File: config.mk
export PLATFORM = sky130hd
export DESIGN_NAME = wake_input_monitor
export DESIGN_NICKNAME = d
export VERILOG_FILES = /design/src/rtl/wkm_pkg.sv /design/src/rtl/wkm_sync.sv /design/src/rtl/wkm_qualify.sv /design/src/rtl/wkm_flags.sv /design/src/rtl/wake_input_monitor.sv
export SDC_FILE = /design/constraint.sdc
export NUM_CORES = 1
export LEC_CHECK = 0
export CAP_MARGIN = 20
export CORE_MARGIN = 2
export CORE_UTILIZATION = 41
export CTS_CLUSTER_SIZE = 12
export DETAILED_ROUTE_END_ITERATION = 7
export PLACE_DENSITY_LB_ADDON = 0.15
export SLEW_MARGIN = 5
export SYNTH_ARGS = -nofsm -noshare
export SYNTH_HDL_FRONTEND = slang
export SYNTH_SLANG_ARGS = --single-unit
export TNS_END_PERCENT = 10
File: constraint.sdc
create_clock -name clk -period 1.1 [get_ports clk]
set_input_delay 0.11 -clock clk [delete_from_list [all_inputs] [get_ports clk]]
set_output_delay 0.11 -clock clk [all_outputs]
set_load 0.03 [all_outputs]
File: src/rtl/wkm_pkg.sv
package wkm_pkg;

  typedef enum logic [1:0] {
    SENS_OFF  = 2'b00,
    SENS_HIGH = 2'b01,
    SENS_LOW  = 2'b10,
    SENS_ANY  = 2'b11
  } sens_e;

  typedef enum logic [1:0] {
    PM_NORMAL  = 2'b00,
    PM_STANDBY = 2'b01,
    PM_SLEEP   = 2'b10,
    PM_STOP    = 2'b11
  } pmode_e;

  function automatic logic is_low_power(input pmode_e m);
    return (m == PM_SLEEP) || (m == PM_STOP);
  endfunction

endpackage

File: src/rtl/wkm_sync.sv
module wkm_sync #(
  parameter int W      = 4,
  parameter int STAGES = 2
) (
  input  logic         clk,
  input  logic         rst_n,
  input  logic [W-1:0] d_i,
  output logic [W-1:0] q_o
);

  logic [W-1:0] stg_q [STAGES];

  always_ff @(posedge clk or negedge rst_n) begin
    if (!rst_n) begin
      for (int i = 0; i < STAGES; i++) stg_q[i] <= '0;
    end else begin
      stg_q[0] <= d_i;
      for (int i = 1; i < STAGES; i++) stg_q[i] <= stg_q[i-1];
    end
  end

  assign q_o = stg_q[STAGES-1];

endmodule

File: src/rtl/wkm_qualify.sv
module wkm_qualify
  import wkm_pkg::*;
#(
  parameter int N_PAIRS = 2,
  localparam int W      = 2 * N_PAIRS
) (
  input  logic [W-1:0] lvl_i,
  input  logic [W-1:0] cfg_i,
  output logic [W-1:0] hit_o
);

  for (genvar i = 0; i < W; i++) begin : g_in
    localparam int P = i / 2;
    sens_e sens;
    assign sens = sens_e'(cfg_i[2*P +: 2]);

    always_comb begin
      case (sens)
        SENS_HIGH: hit_o[i] = lvl_i[i];
        SENS_LOW:  hit_o[i] = ~lvl_i[i];
        SENS_ANY:  hit_o[i] = 1'b1;
        default:   hit_o[i] = 1'b0;
      endcase
    end
  end

endmodule

File: src/rtl/wkm_flags.sv
module wkm_flags #(
  parameter int W = 4
) (
  input  logic         clk,
  input  logic         rst_n,
  input  logic         lp_i,
  input  logic [W-1:0] hit_i,
  input  logic         rd_i,
  input  logic         wdt_i,
  output logic [W-1:0] flags_o,
  output logic         rd_done_o,
  output logic         wake_o
);

  logic [W-1:0] flags_q, flags_d, set_bits, kept;
  logic         rd_done_q, rd_done_d;
  logic         wake_q, wake_d;
  logic         wdt_clr, fresh;

  always_comb begin
    set_bits  = hit_i & {W{lp_i}};
    wdt_clr   = wdt_i && !rd_done_q;
    kept      = rd_i ? '0 : flags_q;
    fresh     = |(set_bits & ~flags_q);
    flags_d   = wdt_clr ? '0 : (kept | set_bits);
    rd_done_d = rd_done_q;
    if (fresh && !wdt_clr) rd_done_d = 1'b0;
    else if (rd_i)         rd_done_d = 1'b1;
    wake_d    = ~|flags_q && |flags_d;
  end

  always_ff @(posedge clk or negedge rst_n) begin
    if (!rst_n) begin
      flags_q   <= '0;
      rd_done_q <= 1'b0;
      wake_q    <= 1'b0;
    end else begin
      flags_q   <= flags_d;
      rd_done_q <= rd_done_d;
      wake_q    <= wake_d;
    end
  end

  assign flags_o   = flags_q;
  assign rd_done_o = rd_done_q;
  assign wake_o    = wake_q;

  a_r6_single_pulse: assert property (@(posedge clk) disable iff (!rst_n)
    wake_q |=> !wake_q);

  a_r5_hold_active: assert property (@(posedge clk) disable iff (!rst_n)
    (!lp_i && !rd_i && !wdt_i) |=> $stable(flags_q));

  a_r8_wdt_clear: assert property (@(posedge clk) disable iff (!rst_n)
    (wdt_i && !rd_done_q) |=> (flags_q == '0));

  a_r7_read_marks: assert property (@(posedge clk) disable iff (!rst_n)
    (rd_i && !lp_i) |=> rd_done_q);

endmodule

File: src/rtl/wake_input_monitor.sv
module wake_input_monitor
  import wkm_pkg::*;
#(
  parameter int N_PAIRS   = 2,
  parameter int SYNC_STGS = 2,
  localparam int W        = 2 * N_PAIRS
) (
  input  logic         clk,
  input  logic         rst_n,
  input  logic [3:0]   pins_i,
  input  logic [1:0]   pmode_i,
  input  logic         ctrl_we_i,
  input  logic [3:0]   ctrl_wdata_i,
  input  logic         stat_rd_i,
  input  logic         wdt_tmo_i,
  output logic [3:0]   stat_o,
  output logic         wake_req_o
);

  logic [W-1:0] ctrl_q, ctrl_d;
  logic [W-1:0] live, hit, flags;
  logic         lp, rd_done;

  always_comb begin
    ctrl_d = ctrl_q;
    if (ctrl_we_i) ctrl_d = ctrl_wdata_i;
  end

  always_ff @(posedge clk or negedge rst_n) begin
    if (!rst_n) ctrl_q <= '0;
    else        ctrl_q <= ctrl_d;
  end

  assign lp = is_low_power(pmode_e'(pmode_i));

  wkm_sync #(.W(W), .STAGES(SYNC_STGS)) u_sync (
    .clk   (clk),
    .rst_n (rst_n),
    .d_i   (pins_i),
    .q_o   (live)
  );

  wkm_qualify #(.N_PAIRS(N_PAIRS)) u_qual (
    .lvl_i (live),
    .cfg_i (ctrl_q),
    .hit_o (hit)
  );

  wkm_flags #(.W(W)) u_flags (
    .clk       (clk),
    .rst_n     (rst_n),
    .lp_i      (lp),
    .hit_i     (hit),
    .rd_i      (stat_rd_i),
    .wdt_i     (wdt_tmo_i),
    .flags_o   (flags),
    .rd_done_o (rd_done),
    .wake_o    (wake_req_o)
  );

  assign stat_o = (lp || !rd_done) ? flags : live;

  for (genvar p = 0; p < N_PAIRS; p++) begin : g_pair_chk
    a_r3_off_no_latch: assert property (@(posedge clk) disable iff (!rst_n)
      (ctrl_q[2*p +: 2] == SENS_OFF && flags[2*p +: 2] == 2'b00)
        |=> (flags[2*p +: 2] == 2'b00));
  end

endmodule

==> impl_metrics.py <==
metrics = {
    "finish": {
        "finish.instance_area_um2": 1166,
        "multi_input_area_um2": 351.6,
        "seq_area_um2": 450.4,
        "final_core_util": 0.6754,
        "drive_gt1_frac": 0.4565,
        "syn_to_final_growth_pct": 53.80,
        "layout.nets": 109,
        "nFillCells": 143,
        "antennaDiodeCount": 0,
    },
    "pwr": {
        "p_per_area_nw_per_um2": 1475,
        "total_power_mw": 1.719,
        "leakage_nw": 0.5255,
        "peakVddDrop_mv": 0.8768,
    },
    "clock_network": {
        "clkTransAtPathRegs_ns": 0.09,
        "tritoncts": "built",
        "numClockSinks": 18,
        "cts_inserted_buffers": 3,
        "holdBufCountCts": 0,
        "max-clock-path-buffers": 2,
        "cts_setup_buffers": 0,
        "postCtsResizedCells": 29,
        "clk_latency_ns": 0.28,
        "cts-root-buf": "clkbuf_4",
        "cts_htree_levels": 1,
    },
    "hold_path": {
        "hold_path.class": "primary input to async pin",
    },
    "worst_setup_path": {
        "reg2reg_from": "u_sync.q_o[3]",
        "cp-start-kind": "flip-flop",
        "required_ns": 0.99,
        "critPathCaptureType": "primary output",
        "path_class": "flip-flop to primary output",
        "rrSetupSlack_ns": -0.21,
        "critPathLaunch": "u_flags.rd_done_o",
        "critical_path_arrival_ns": 1.32,
        "crit_fanout": 4,
    },
    "run_status": {
        "failed_checks": "negative setup slack",
        "outcome": "finished with violations",
    },
    "place": {
        "gp_congestion": 0.7849,
        "placed_area_um2": 1096,
        "io_buffers": 18,
        "dp_hpwl_mm": 1.117,
    },
    "global_route": {
        "use_met1": 0.1703,
        "grt_remaining_overflow": 0,
        "grt_pass1_vias": 538,
        "grt.busiest_layer": "met2",
        "use_met2": 0.2493,
        "antenna_found_initial": 0,
        "grt_pass1_wl_mm": 2.173,
        "use_met3": 0.02308,
        "grt_max_degree": 19,
        "grt.total_usage": 0.1425,
    },
    "drt": {
        "post_drt_wl_per_cell_um": 12.07,
        "drt_pass1_iterations": 2,
        "drtIter0Drc": 2,
        "ant_nets": 0,
        "vias_per_cell": 4.786,
        "wirelength_mm": 1.412,
        "drc": 0,
        "vias": 560,
    },
    "logic_synthesis": {
        "yosysSeqAreaShare": 0.5941,
        "synth_cell_type_count": 20,
        "synth_area_per_cell_um2": 13.30,
        "yosysMostFrequentCell": "dfrtp_1",
        "synthTopCellsByArea": "dfrtp_1 59%, mux2_2 10%, mux2_4 5.9%, nor2b_1 4.1%, nor2_1 2.5%",
        "synth_flop_cell": "dfrtp_1",
        "synth_cells": 57,
        "synthesis.nets": 72,
        "synth_top_area_cell": "dfrtp_1",
        "synth_top_area_share": 0.5941,
        "synthTopCellsByCount": "18 x dfrtp_1, 7 x mux2_2, 5 x nor2_1, 5 x nor2b_1",
        "synth_edf_count": 0,
        "postSynth.asyncResetShare": 1.000,
        "yosys_warnings": 0,
        "synth_seq_cells": 18,
        "synthesis.area_um2": 758.2,
    },
    "sta": {
        "timing.final.crit_share": 1.296,
        "hold_viol_final": 0,
        "rsz0062_at_grt": "true",
        "max_freq_mhz": 701.6,
        "tightest_slew_ns": 0.2997,
        "layout_setup_ws_ns": -0.3253,
        "finClkSkew_ns": 0.002510,
        "report.final.slew_viol_count": 0,
        "setup_viol": 9,
        "min_period_ns": 1.425,
        "slew_headroom": 0.7998,
    },
    "floorplan": {
        "core_area_um2": 1727,
        "start_util": 0.4391,
        "pin_count": 20,
        "num_rows": 15,
        "die_w_um": 47.01,
        "die_area_um2": 2209,
        "die_h_um": 47.01,
    },
    "flow_run": {
        "maxCapViolCount": 0,
    },
}
==> critical path: stages (launching register included) <==
cell and delay, ns:
dfrtp_1 0.35, nor2b_4 0.22, mux2_4 0.32, buf_6 0.14
==> layout make-up <==
class / instances / share of cell area
inverter: 1 / 0.003219
tap: 25 / 0.02682
sequential: 18 / 0.3863
clock buffer: 3 / 0.01931
multi-input combinational: 37 / 0.3015
timing repair buffer: 33 / 0.2629
==> sequential cells by signal (all words and copies together) (netlist names) <==
| register | cells |
|---|---|
| ctrl_q | 4 |
| u_sync.q_o | 4 |
| u_sync.stg_q | 4 |
| u_flags.rd_done_o | 1 |
| u_flags.wake_o | 1 |
| u_flags.flags_o | 4 |
==> power by group <==
group          leakage, nW  internal (mW)  switching (mW)
sequential           0.217          0.734          0.0418
combinational        0.295          0.358           0.280
clock               0.0138          0.127           0.178
==> routing by layer <==
metal | routed length (um) | vias to the layer above | part of all wire
li1 | - | 275 | -
met1 | 584 | 271 | 0.41
met2 | 750 | 12 | 0.53
met3 | 61 | 2 | 0.043
met4 | 15 | 0 | 0.011
met5 | 0 | - | 0
==> layout by cell type (no fill, tap or decap), drive strengths merged <==
cell type	count
a21oi	4
a2bb2oi	1
nand2b	1
dfrtp	18
nor4	1
and3	1
mux2	11
nand4	1
clkdlybuf4s15	1
clkdlybuf4s50	13
inv	1
nor2b	6
buf	19
o21ai	1
clkbuf	3
nor2	5
a32oi	1
nand2	3
o221ai	1
==> metrics by stage <==
stage / std cells / setup WS (ns) / hold WS, ns / setup TNS (ns)
3_3_place_gp: 114 / -0.7249 / 0.3320 / -3.296
4_1_cts: 117 / -0.3509 / 0.1531 / -2.224
5_1_grt: 117 / -0.4027 / 0.1589 / -2.549
3_5_place_dp: 114 / -0.7479 / 0.3378 / -3.491
6_report: 117 / -0.3253 / 0.1516 / -2.053
2_1_floorplan: 57 / -0.03878 / -0.1856 / -0.1384
==> cell families (layout without fill, tap and decap cells) <==
logic type	count (synthesis)	in the layout	share of synthesized area
AO/OA/AOI/OAI	8	8	0.09075
AND/OR/NAND/NOR	18	18	0.1254
buffers and inverters	2	37	0.01154
multiplexers	11	11	0.1782
flip-flops	18	18	0.5941
==> worst paths after layout <==
check                           depth (start not counted)            endpoint
worst max-delay path                                    3           stat_o[3]
worst min-delay path                                    2  u_flags.flags_o[1]
worst max register to register                          5      u_flags.wake_o
worst min register to register                          0       u_sync.q_o[1]
max in group asynchronous                               2       u_sync.q_o[0]
min in group clk                                        1     u_sync.stg_q[5]
Power figures use the tool's default switching activity.
